### src/rtl/tcp_pkg.sv
package tcp_pkg;
  localparam int REG_AW = 8;
  localparam int REG_DW = 8;
  localparam int LOC_W  = 4;

  localparam logic [REG_AW-1:0] SEL_ADDR = 8'h01;
  localparam logic [REG_DW-1:0] ID_VALUE = 8'h07;
  localparam logic [3:0]        REV_NIB  = 4'hD;

  typedef enum logic [1:0] {
    BANK_NONE = 2'd0,
    BANK_STAT = 2'd1,
    BANK_FM   = 2'd2,
    BANK_AM   = 2'd3
  } bank_e;

  function automatic logic wr_defined(bank_e b, logic [REG_AW-1:0] a);
    if (a[REG_AW-1:LOC_W] != '0) return 1'b0;
    case (b)
      BANK_STAT: return a[LOC_W-1:0] inside {4'h2, 4'h3, 4'h4, 4'h5, 4'h6, 4'h8, 4'h9, 4'hF};
      BANK_FM:   return (a[LOC_W-1:0] >= 4'h2) && (a[LOC_W-1:0] <= 4'hB);
      BANK_AM:   return (a[LOC_W-1:0] >= 4'h2) && (a[LOC_W-1:0] <= 4'h4);
      default:   return 1'b0;
    endcase
  endfunction

  function automatic logic rd_external(bank_e b, logic [REG_AW-1:0] a);
    if (a[REG_AW-1:LOC_W] != '0 || b != BANK_STAT) return 1'b0;
    return a[LOC_W-1:0] inside {4'hA, 4'hB, 4'hD, 4'hE};
  endfunction
endpackage

### src/rtl/tcp_sync.sv
module tcp_sync #(
  parameter int W      = 3,
  parameter int STAGES = 2
) (
  input  logic         clk,
  input  logic         rst,
  input  logic [W-1:0] d,
  output logic [W-1:0] q
);
  logic [W-1:0] st [STAGES];

  always_ff @(posedge clk) begin
    if (rst) begin
      for (int i = 0; i < STAGES; i++) st[i] <= '0;
    end else begin
      st[0] <= d;
      for (int i = 1; i < STAGES; i++) st[i] <= st[i-1];
    end
  end

  assign q = st[STAGES-1];
endmodule

### src/rtl/tcp_frame.sv
module tcp_frame #(
  parameter int AW = 8,
  parameter int DW = 8,
  localparam int FRAME = AW + DW,
  localparam int CNT_W = $clog2(FRAME)
) (
  input  logic             clk,
  input  logic             rst,
  input  logic             sclk_s,
  input  logic             dir_s,
  input  logic             sdat_s,
  output logic             rise,
  output logic             dir_chg,
  output logic [CNT_W-1:0] cnt,
  output logic             addr_done,
  output logic             frame_done,
  output logic [AW-1:0]    addr_now,
  output logic [FRAME-1:0] word_now
);
  logic             sclk_q, dir_q;
  logic [FRAME-2:0] sh;

  assign rise       = sclk_s & ~sclk_q;
  assign dir_chg    = dir_s ^ dir_q;
  assign addr_done  = rise & ~dir_chg & (cnt == CNT_W'(AW - 1));
  assign frame_done = rise & ~dir_chg & (cnt == CNT_W'(FRAME - 1));
  assign addr_now   = {sh[AW-2:0], sdat_s};
  assign word_now   = {sh, sdat_s};

  always_ff @(posedge clk) begin
    if (rst) begin
      sclk_q <= 1'b0;
      dir_q  <= 1'b0;
      cnt    <= '0;
      sh     <= '0;
    end else begin
      sclk_q <= sclk_s;
      dir_q  <= dir_s;
      if (dir_chg) begin
        cnt <= '0;
      end else if (rise) begin
        sh  <= {sh[FRAME-3:0], sdat_s};
        cnt <= (cnt == CNT_W'(FRAME - 1)) ? '0 : cnt + 1'b1;
      end
    end
  end

  // a direction change restarts the frame
  assert_restart_R10: assert property (@(posedge clk) disable iff (rst)
    dir_chg |=> (cnt == '0));
endmodule

### src/rtl/tcp_regmap.sv
module tcp_regmap
  import tcp_pkg::*;
(
  input  logic                    clk,
  input  logic                    rst,
  input  logic                    dir_s,
  input  logic                    addr_done,
  input  logic                    frame_done,
  input  logic [REG_AW-1:0]       addr_now,
  input  logic [REG_AW+REG_DW-1:0] word_now,
  input  logic [REG_DW-1:0]       rd_data_i,
  output logic                    wr_stb_o,
  output logic [1:0]              wr_bank_o,
  output logic [LOC_W-1:0]        wr_addr_o,
  output logic [REG_DW-1:0]       wr_data_o,
  output logic                    rd_stb_o,
  output logic [LOC_W-1:0]        rd_addr_o,
  output logic                    rd_load,
  output logic [REG_DW-1:0]       rd_byte
);
  bank_e             bank;
  logic [REG_AW-1:0] rd_pend_addr;
  logic [REG_AW-1:0] w_addr;
  logic [REG_DW-1:0] w_data;
  logic              wr_frame, sel_hit, sel_ok, rd_go;

  assign w_addr   = word_now[REG_AW+REG_DW-1:REG_DW];
  assign w_data   = word_now[REG_DW-1:0];
  assign wr_frame = frame_done & dir_s;
  assign sel_hit  = wr_frame && (w_addr == SEL_ADDR);
  assign sel_ok   = (w_data[REG_DW-1:2] == '0) && (w_data[1:0] != 2'b00);
  assign rd_go    = addr_done & ~dir_s;

  always_ff @(posedge clk) begin
    if (rst) begin
      bank         <= BANK_STAT;
      wr_stb_o     <= 1'b0;
      wr_bank_o    <= '0;
      wr_addr_o    <= '0;
      wr_data_o    <= '0;
      rd_stb_o     <= 1'b0;
      rd_addr_o    <= '0;
      rd_load      <= 1'b0;
      rd_pend_addr <= '0;
    end else begin
      wr_stb_o <= wr_frame && wr_defined(bank, w_addr);
      if (wr_frame && wr_defined(bank, w_addr)) begin
        wr_bank_o <= bank;
        wr_addr_o <= w_addr[LOC_W-1:0];
        wr_data_o <= w_data;
      end
      if (sel_hit && sel_ok) bank <= bank_e'(w_data[1:0]);
      rd_stb_o <= rd_go && rd_external(bank, addr_now);
      rd_load  <= rd_go;
      if (rd_go) begin
        rd_pend_addr <= addr_now;
        rd_addr_o    <= addr_now[LOC_W-1:0];
      end
    end
  end

  always_comb begin
    rd_byte = '0;
    if (rd_pend_addr[REG_AW-1:LOC_W] == '0 && bank == BANK_STAT) begin
      case (rd_pend_addr[LOC_W-1:0])
        4'h0:                   rd_byte = ID_VALUE;
        4'hC:                   rd_byte = {REV_NIB, 2'b11, rd_data_i[1:0]};
        4'hA, 4'hB, 4'hD, 4'hE: rd_byte = rd_data_i;
        default:                rd_byte = '0;
      endcase
    end
  end

  // the selection is always one of the three banks
  assert_bank_legal_R2: assert property (@(posedge clk) disable iff (rst)
    bank != BANK_NONE);
  // only an accepted select write may move the bank
  assert_bank_hold_R3: assert property (@(posedge clk) disable iff (rst)
    !(sel_hit && sel_ok) |=> $stable(bank));
  // a select write never leaves as a register strobe
  assert_sel_no_strobe_R3: assert property (@(posedge clk) disable iff (rst)
    sel_hit |=> !wr_stb_o);
  // a write strobe lasts one cycle
  assert_wr_pulse_R1: assert property (@(posedge clk) disable iff (rst)
    wr_stb_o |=> !wr_stb_o);
endmodule

### src/rtl/tcp_tx.sv
module tcp_tx #(
  parameter int AW = 8,
  parameter int DW = 8,
  localparam int FRAME = AW + DW,
  localparam int CNT_W = $clog2(FRAME)
) (
  input  logic             clk,
  input  logic             rst,
  input  logic             rise,
  input  logic             dir_s,
  input  logic             dir_chg,
  input  logic [CNT_W-1:0] cnt,
  input  logic             load,
  input  logic [DW-1:0]    rd_byte,
  output logic             sdat_o,
  output logic             sdat_oe
);
  logic [DW-1:0] tx;

  always_ff @(posedge clk) begin
    if (rst) begin
      tx      <= '0;
      sdat_o  <= 1'b0;
      sdat_oe <= 1'b0;
    end else if (dir_chg || dir_s) begin
      sdat_oe <= 1'b0;
    end else if (load) begin
      tx      <= {rd_byte[DW-2:0], 1'b0};
      sdat_o  <= rd_byte[DW-1];
      sdat_oe <= 1'b1;
    end else if (rise && sdat_oe) begin
      if (cnt == CNT_W'(FRAME - 1)) begin
        sdat_oe <= 1'b0;
      end else begin
        sdat_o <= tx[DW-1];
        tx     <= {tx[DW-2:0], 1'b0};
      end
    end
  end

  // no driving while the host owns the line
  assert_quiet_on_write_R4: assert property (@(posedge clk) disable iff (rst)
    (dir_s && !dir_chg) |-> !sdat_oe);
  // driver only in the data half of a frame
  assert_oe_window_R5: assert property (@(posedge clk) disable iff (rst)
    sdat_oe |-> (cnt >= CNT_W'(AW)));
  // a driven bit moves only on a serial edge
  assert_hold_bit_R5: assert property (@(posedge clk) disable iff (rst)
    (sdat_oe && $past(sdat_oe) && !$past(rise)) |-> $stable(sdat_o));
endmodule

### src/rtl/tuner_ctrl_port.sv
module tuner_ctrl_port
  import tcp_pkg::*;
#(
  parameter int SYNC_STAGES = 2
) (
  input  logic              clk,
  input  logic              rst,
  input  logic              ser_clk_i,
  input  logic              dir_i,
  input  logic              ser_dat_i,
  output logic              ser_dat_o,
  output logic              ser_dat_oe_o,
  output logic              wr_stb_o,
  output logic [1:0]        wr_bank_o,
  output logic [LOC_W-1:0]  wr_addr_o,
  output logic [REG_DW-1:0] wr_data_o,
  output logic              rd_stb_o,
  output logic [LOC_W-1:0]  rd_addr_o,
  input  logic [REG_DW-1:0] rd_data_i
);
  localparam int FRAME = REG_AW + REG_DW;
  localparam int CNT_W = $clog2(FRAME);

  logic [2:0]        sync_q;
  logic              rise, dir_chg, addr_done, frame_done, rd_load;
  logic [CNT_W-1:0]  cnt;
  logic [REG_AW-1:0] addr_now;
  logic [FRAME-1:0]  word_now;
  logic [REG_DW-1:0] rd_byte;

  tcp_sync #(.W(3), .STAGES(SYNC_STAGES)) u_sync (
    .clk(clk), .rst(rst),
    .d({ser_clk_i, dir_i, ser_dat_i}),
    .q(sync_q)
  );

  tcp_frame #(.AW(REG_AW), .DW(REG_DW)) u_frame (
    .clk(clk), .rst(rst),
    .sclk_s(sync_q[2]), .dir_s(sync_q[1]), .sdat_s(sync_q[0]),
    .rise(rise), .dir_chg(dir_chg), .cnt(cnt),
    .addr_done(addr_done), .frame_done(frame_done),
    .addr_now(addr_now), .word_now(word_now)
  );

  tcp_regmap u_regmap (
    .clk(clk), .rst(rst), .dir_s(sync_q[1]),
    .addr_done(addr_done), .frame_done(frame_done),
    .addr_now(addr_now), .word_now(word_now), .rd_data_i(rd_data_i),
    .wr_stb_o(wr_stb_o), .wr_bank_o(wr_bank_o), .wr_addr_o(wr_addr_o),
    .wr_data_o(wr_data_o), .rd_stb_o(rd_stb_o), .rd_addr_o(rd_addr_o),
    .rd_load(rd_load), .rd_byte(rd_byte)
  );

  tcp_tx #(.AW(REG_AW), .DW(REG_DW)) u_tx (
    .clk(clk), .rst(rst), .rise(rise), .dir_s(sync_q[1]),
    .dir_chg(dir_chg), .cnt(cnt), .load(rd_load), .rd_byte(rd_byte),
    .sdat_o(ser_dat_o), .sdat_oe(ser_dat_oe_o)
  );

  // quiet outputs in the first cycle after reset
  assert_reset_quiet_R11: assert property (@(posedge clk)
    $past(rst) |-> (!ser_dat_oe_o && !wr_stb_o));
endmodule

### config.mk
export PLATFORM = sky130hd
export DESIGN_NAME = tuner_ctrl_port
export DESIGN_NICKNAME = d
export VERILOG_FILES = /design/src/rtl/tcp_pkg.sv /design/src/rtl/tcp_sync.sv /design/src/rtl/tcp_frame.sv /design/src/rtl/tcp_regmap.sv /design/src/rtl/tcp_tx.sv /design/src/rtl/tuner_ctrl_port.sv
export SDC_FILE = /design/constraint.sdc
export NUM_CORES = 1
export LEC_CHECK = 0
export ABC_AREA = 1
export CORE_MARGIN = 2
export CORE_UTILIZATION = 35
export CTS_CLUSTER_DIAMETER = 150
export DETAILED_ROUTE_END_ITERATION = 6
export SLEW_MARGIN = 20
export SYNTH_ARGS = -nofsm -noshare
export SYNTH_HDL_FRONTEND = slang
export SYNTH_HIERARCHICAL = 1
export SYNTH_SLANG_ARGS = --single-unit
export TNS_END_PERCENT = 30
### constraint.sdc
create_clock -name clk -period 3.37 [get_ports clk]
set_input_delay 0.674 -clock clk [delete_from_list [all_inputs] [get_ports clk]]
set_output_delay 0.674 -clock clk [all_outputs]
set_load 0.005 [all_outputs]
# After elaboration in Yosys (flattened, before gate mapping)
# Memory sizes are Yosys's and may differ from the RTL's.
# Index checks and enable logic that the tools add are counted.
# totals
reg_bits	62
ramBits	6
inputBits	13
wordCells	114
mem_count	1
# op_classes
addsub	1
order_cmp	3
n_eq_ne	25
muxes	28
bitwise_logic	13
reduce_logical	27
# mem_list
name	words	width	rd	rd_ports_with_merged_regs	wr	line_no	text
u_sync.st	2	3	2	0	2	tcp_sync.sv:10	logic [W-1:0] st [STAGES];
# op_table
cell	n
4-bit equality test, second input constant	13
8-bit two-way mux	4
8-bit one-hot mux with 3 select lines	1
1-bit two-way mux	19
4-bit by 3-bit equality test with 1-bit output, second input constant	4
4-bit nonzero test	3
1-bit logical AND	9
4-bit by 2-bit equality test with 1-bit output, second input constant	2
8-bit by 1-bit equality test with 1-bit output, second input constant	1
4-bit logical NOT	2
8-bit nonzero test	1
1-bit bitwise AND	6
6-bit logical NOT	1
3-bit two-way mux	2
2-bit nonzero test	3
4-bit by 1-bit adder with 4-bit output, second input constant	1
2-bit equality test, second input constant	2
4-bit by 2-bit greater-or-equal comparator with 1-bit output, second input constant	1
4-bit by 3-bit less-or-equal comparator with 1-bit output, second input constant	1
4-bit less-or-equal comparator, second input constant	1
4-bit two-way mux	1
2-bit by 1-bit != test with 1-bit output, second input constant	2
1-bit NOT	4
2-bit AND reduction	2
other kinds (8)	11

# Longest topological paths before layout
# logic_depth
depth_word	7
ltp_mapped	13
depth_no_buf	11

# Hierarchy
# The synthesis kept the hierarchy.
# by_module_without_submodules
mod	n_inst	cells_each	area_per_inst_um2
tcp_regmap	1	214	1383.8
tcp_frame	1	136	1077.3
tcp_tx	1	73	611.8
tcp_sync	1	21	187.7

# Least setup slack after synthesis
# Ideal clock, no wire load.
# synth_timing
path_kind	reg2reg
from	memory u_sync.st[1][2], in the netlist u_sync/st[0][5]
to	register u_regmap.wr_addr_o[0]
setup_time_ns	0.064
t_arrival_ns	1.586
t_required_ns	3.306
slack_ns	1.720
path_stages_with_launch	13
synth_period_minus_slack_ns	1.650
path_cell_list	dfxtp_1 -> buf_4 -> inv_2 -> nor2_4 -> buf_2 -> nand4_1 -> nor2_1 -> nand2_1 -> nor2_1 -> buf_2 -> buf_2 -> a21oi_1 -> nor2_1
# synth_rtl
element	line_no	text
start, declared	tcp_sync.sv:10	
end signal, assigned	tcp_regmap.sv:49	wr_addr_o <= w_addr[LOC_W-1:0];
end, declared	tcp_regmap.sv:14	output logic [LOC_W-1:0] wr_addr_o,

==> flow_summary.json <==
{
  "drive_gt1_share_pct": 15.5,
  "startpoint_type": "register",
  "port_buffers": 34,
  "mostFrequentLayoutCell": "nand2_1",
  "synth.ff_latch_count": 63,
  "drc": 0,
  "fp.dieH_um": 101,
  "fin_crit_sh_pct": 64.0,
  "syn2layout_area_growth_pct": 14.9,
  "antenna_found_initial": 0,
  "final_area_um2": 3750,
  "end_kind": "register",
  "cts_tree": "yes",
  "place_area_um2": 3540,
  "hold_buffers": 0,
  "dr.pass1.iters": 4,
  "period_minus_slack_ns": 2.16,
  "clkSinkCount": 63,
  "clock_path_buffers": 2,
  "clock.fmax_mhz": 464,
  "cp_data_arrival_time_ns": 2.42,
  "gr-total-overflow": 0,
  "tns_ns": 0,
  "worstPathMaxFanout": 21,
  "worst_ir_drop_vdd_uv": 176,
  "status": "finished, final reports clean",
  "dp_hpwl_um": 4410,
  "drt-initial-drc-count": 93,
  "vias": 2662,
  "grt_usage_pct": 13.6,
  "synth_warnings": 6,
  "io_pins": 35,
  "p_leak_uw": 0.00153,
  "hold_class": "reg2reg",
  "clk_pin_slew_ns": 0.07,
  "clock_skew_ns": 0.00929,
  "power_uw": 1580,
  "hold_viol": 0,
  "cts_resized": 0,
  "gp_congestion": 0.852,
  "avgSynthCellArea_um2": 7.34,
  "worstMarginPinSlew_ns": 0.632,
  "clock_latency_ns": 0.34,
  "rows": 35,
  "grt_pass1_vias": 2417,
  "post_cts_buffers": 0,
  "rsz0062_at_grt": "no",
  "viasPerCell": 4.61,
  "htree_levels": 3,
  "routed_wl_um": 6420,
  "setup_viol": 0,
  "dieArea_um2": 10100,
  "layout_common_cells": "nand2_1 (78), nor2_1 (75), dfxtp_1 (63)",
  "core_area_um2": 9150,
  "die_w_um": 101,
  "initial_core_util_pct": 35.6,
  "final_max_slew_viol_count": 0,
  "grt_first_pass_wirelength_um": 11000,
  "numCtsBuffers": 9,
  "ant_nets": 0,
  "critPathKind": "reg2reg",
  "power_density_nw_per_um2": 421,
  "synthesis.area_um2": 3260,
  "syn_inst": 444,
  "fin_nets": 475,
  "crit_required_ns": 3.63,
  "synthesis.nets": 458,
  "slew_headroom_pct": 57.8,
  "yosysSeqAreaShare_pct": 38.7,
  "root_buffer": "clkbuf_8",
  "synth_cell_types": 36,
  "wl_per_cell_um": 11.1,
  "stdcell_count": 577,
  "drv_cap": 0,
  "dp_cells": 561,
  "num_antenna_cells": 0,
  "grt_max_degree": 30
}
critical path, cell delays in order, from the launching register on:
cell and delay, ns:
dfxtp_1 0.34, inv_2 0.06, nor2_4 0.37, inv_2 0.15
nor3_1 0.24, inv_1 0.10, nor2_4 0.18, clkinv_1 0.24
nor2_1 0.18, nand4_1 0.09, a21oi_1 0.12
metrics by stage:
step                      setup slack [ns]  hold WS [ns]  util, %
after floorplan                       1.72         0.388        -
after global placement                1.13         0.392     38.6
after detailed placement              1.13         0.393     38.6
after CTS                             1.22         0.405     40.9
after global routing                 0.924         0.416     40.9
final                                 1.21         0.405     40.9
routing by layer:
layer	up-vias	wire, um	GRT usage (%)	share of wire, %
met5	-	0	0	0
met3	7	231	2.36	3.6
li1	1419	-	-	-
met4	0	89	6.32	1.4
met1	1195	3260	18.9	51
met2	41	2840	20.3	44
state kept, by name, summed over array words and instances (netlist names), 2 cells and up:
signal,flops
u_frame/sh,15
u_regmap/wr_data_o,8
u_tx/tx,7
u_sync/st,6
u_regmap/rd_pend_addr,5
u_frame/cnt,4
u_regmap/wr_addr_o,4
u_regmap/rd_addr_o,3
u_regmap/bank,2
u_regmap/wr_bank_o,2
logic make-up (layout without fill, tap and decap cells):
kind of cell             count (synthesis)  after routing  synth area share, %
adder cells (fa/ha/maj)                  1              1                0.384
flip-flops                              63             63                 38.7
buffers and inverters                   77             99                 13.0
AO/OA/AOI/OAI                           46             46                 8.06
XOR/XNOR                                 1              1                0.269
AND/OR/NAND/NOR                        256            256                 39.6
power breakdown:
group | internal (uW) | switching [uW] | leakage [uW]
Clock | 400 | 278 | 0.000109
Combinational | 48.7 | 74.2 | 0.000908
Sequential | 758 | 16.6 | 0.000510
Total | 1210 | 369 | 0.00153
synthesized netlist by cell type:
master,count,area share [%]
a21boi_0,3,0.69
a21boi_1,4,0.92
a21oi_1,26,4.0
a21oi_2,1,0.27
buf_1,1,0.12
buf_2,6,0.92
buf_4,16,3.7
buf_6,2,0.69
buf_8,2,0.92
bufinv_8,1,0.54
clkbuf_1,3,0.35
clkinv_1,1,0.12
dfxtp_1,63,39
ha_1,1,0.38
inv_1,38,4.4
inv_2,5,0.58
inv_8,2,0.69
nand2_1,78,9.0
nand2_2,6,1.2
nand2_4,3,1.0
nand2_8,2,1.2
nand3_1,33,5.1
nand3b_1,16,3.7
nand4_1,4,0.77
nor2_1,75,8.6
nor2_2,28,5.4
nor2_4,3,1.0
nor2_8,3,1.8
nor3_1,3,0.46
nor4_1,1,0.19
o2111ai_1,1,0.27
o211ai_1,1,0.23
o21ai_0,8,1.2
o21bai_1,2,0.46
or2_2,1,0.19
xor2_1,1,0.27
layout make-up:
cell class	count	area [um2]
clock inverters	3	40.0
inverters	47	205
repair buffers	36	355
multi-input cells	304	1580
well taps	111	139
fillers	931	5410
flip-flops and latches	63	1260
clock buffers	13	169
worst paths after layout:
path | startpoint | cells after the start | endpoint | slack [ns]
worst max-delay path | u_sync/st[0][5] | 10 | u_regmap/rd_stb_o | 1.21
worst min register to register | u_sync/st[0][2] | 2 | u_sync/st[0][5] | 0.40
worst max register to register | u_sync/st[0][5] | 10 | u_regmap/rd_stb_o | 1.21
worst min-delay path | u_sync/st[0][2] | 2 | u_sync/st[0][5] | 0.40
(Power assumes the default switching activity.)
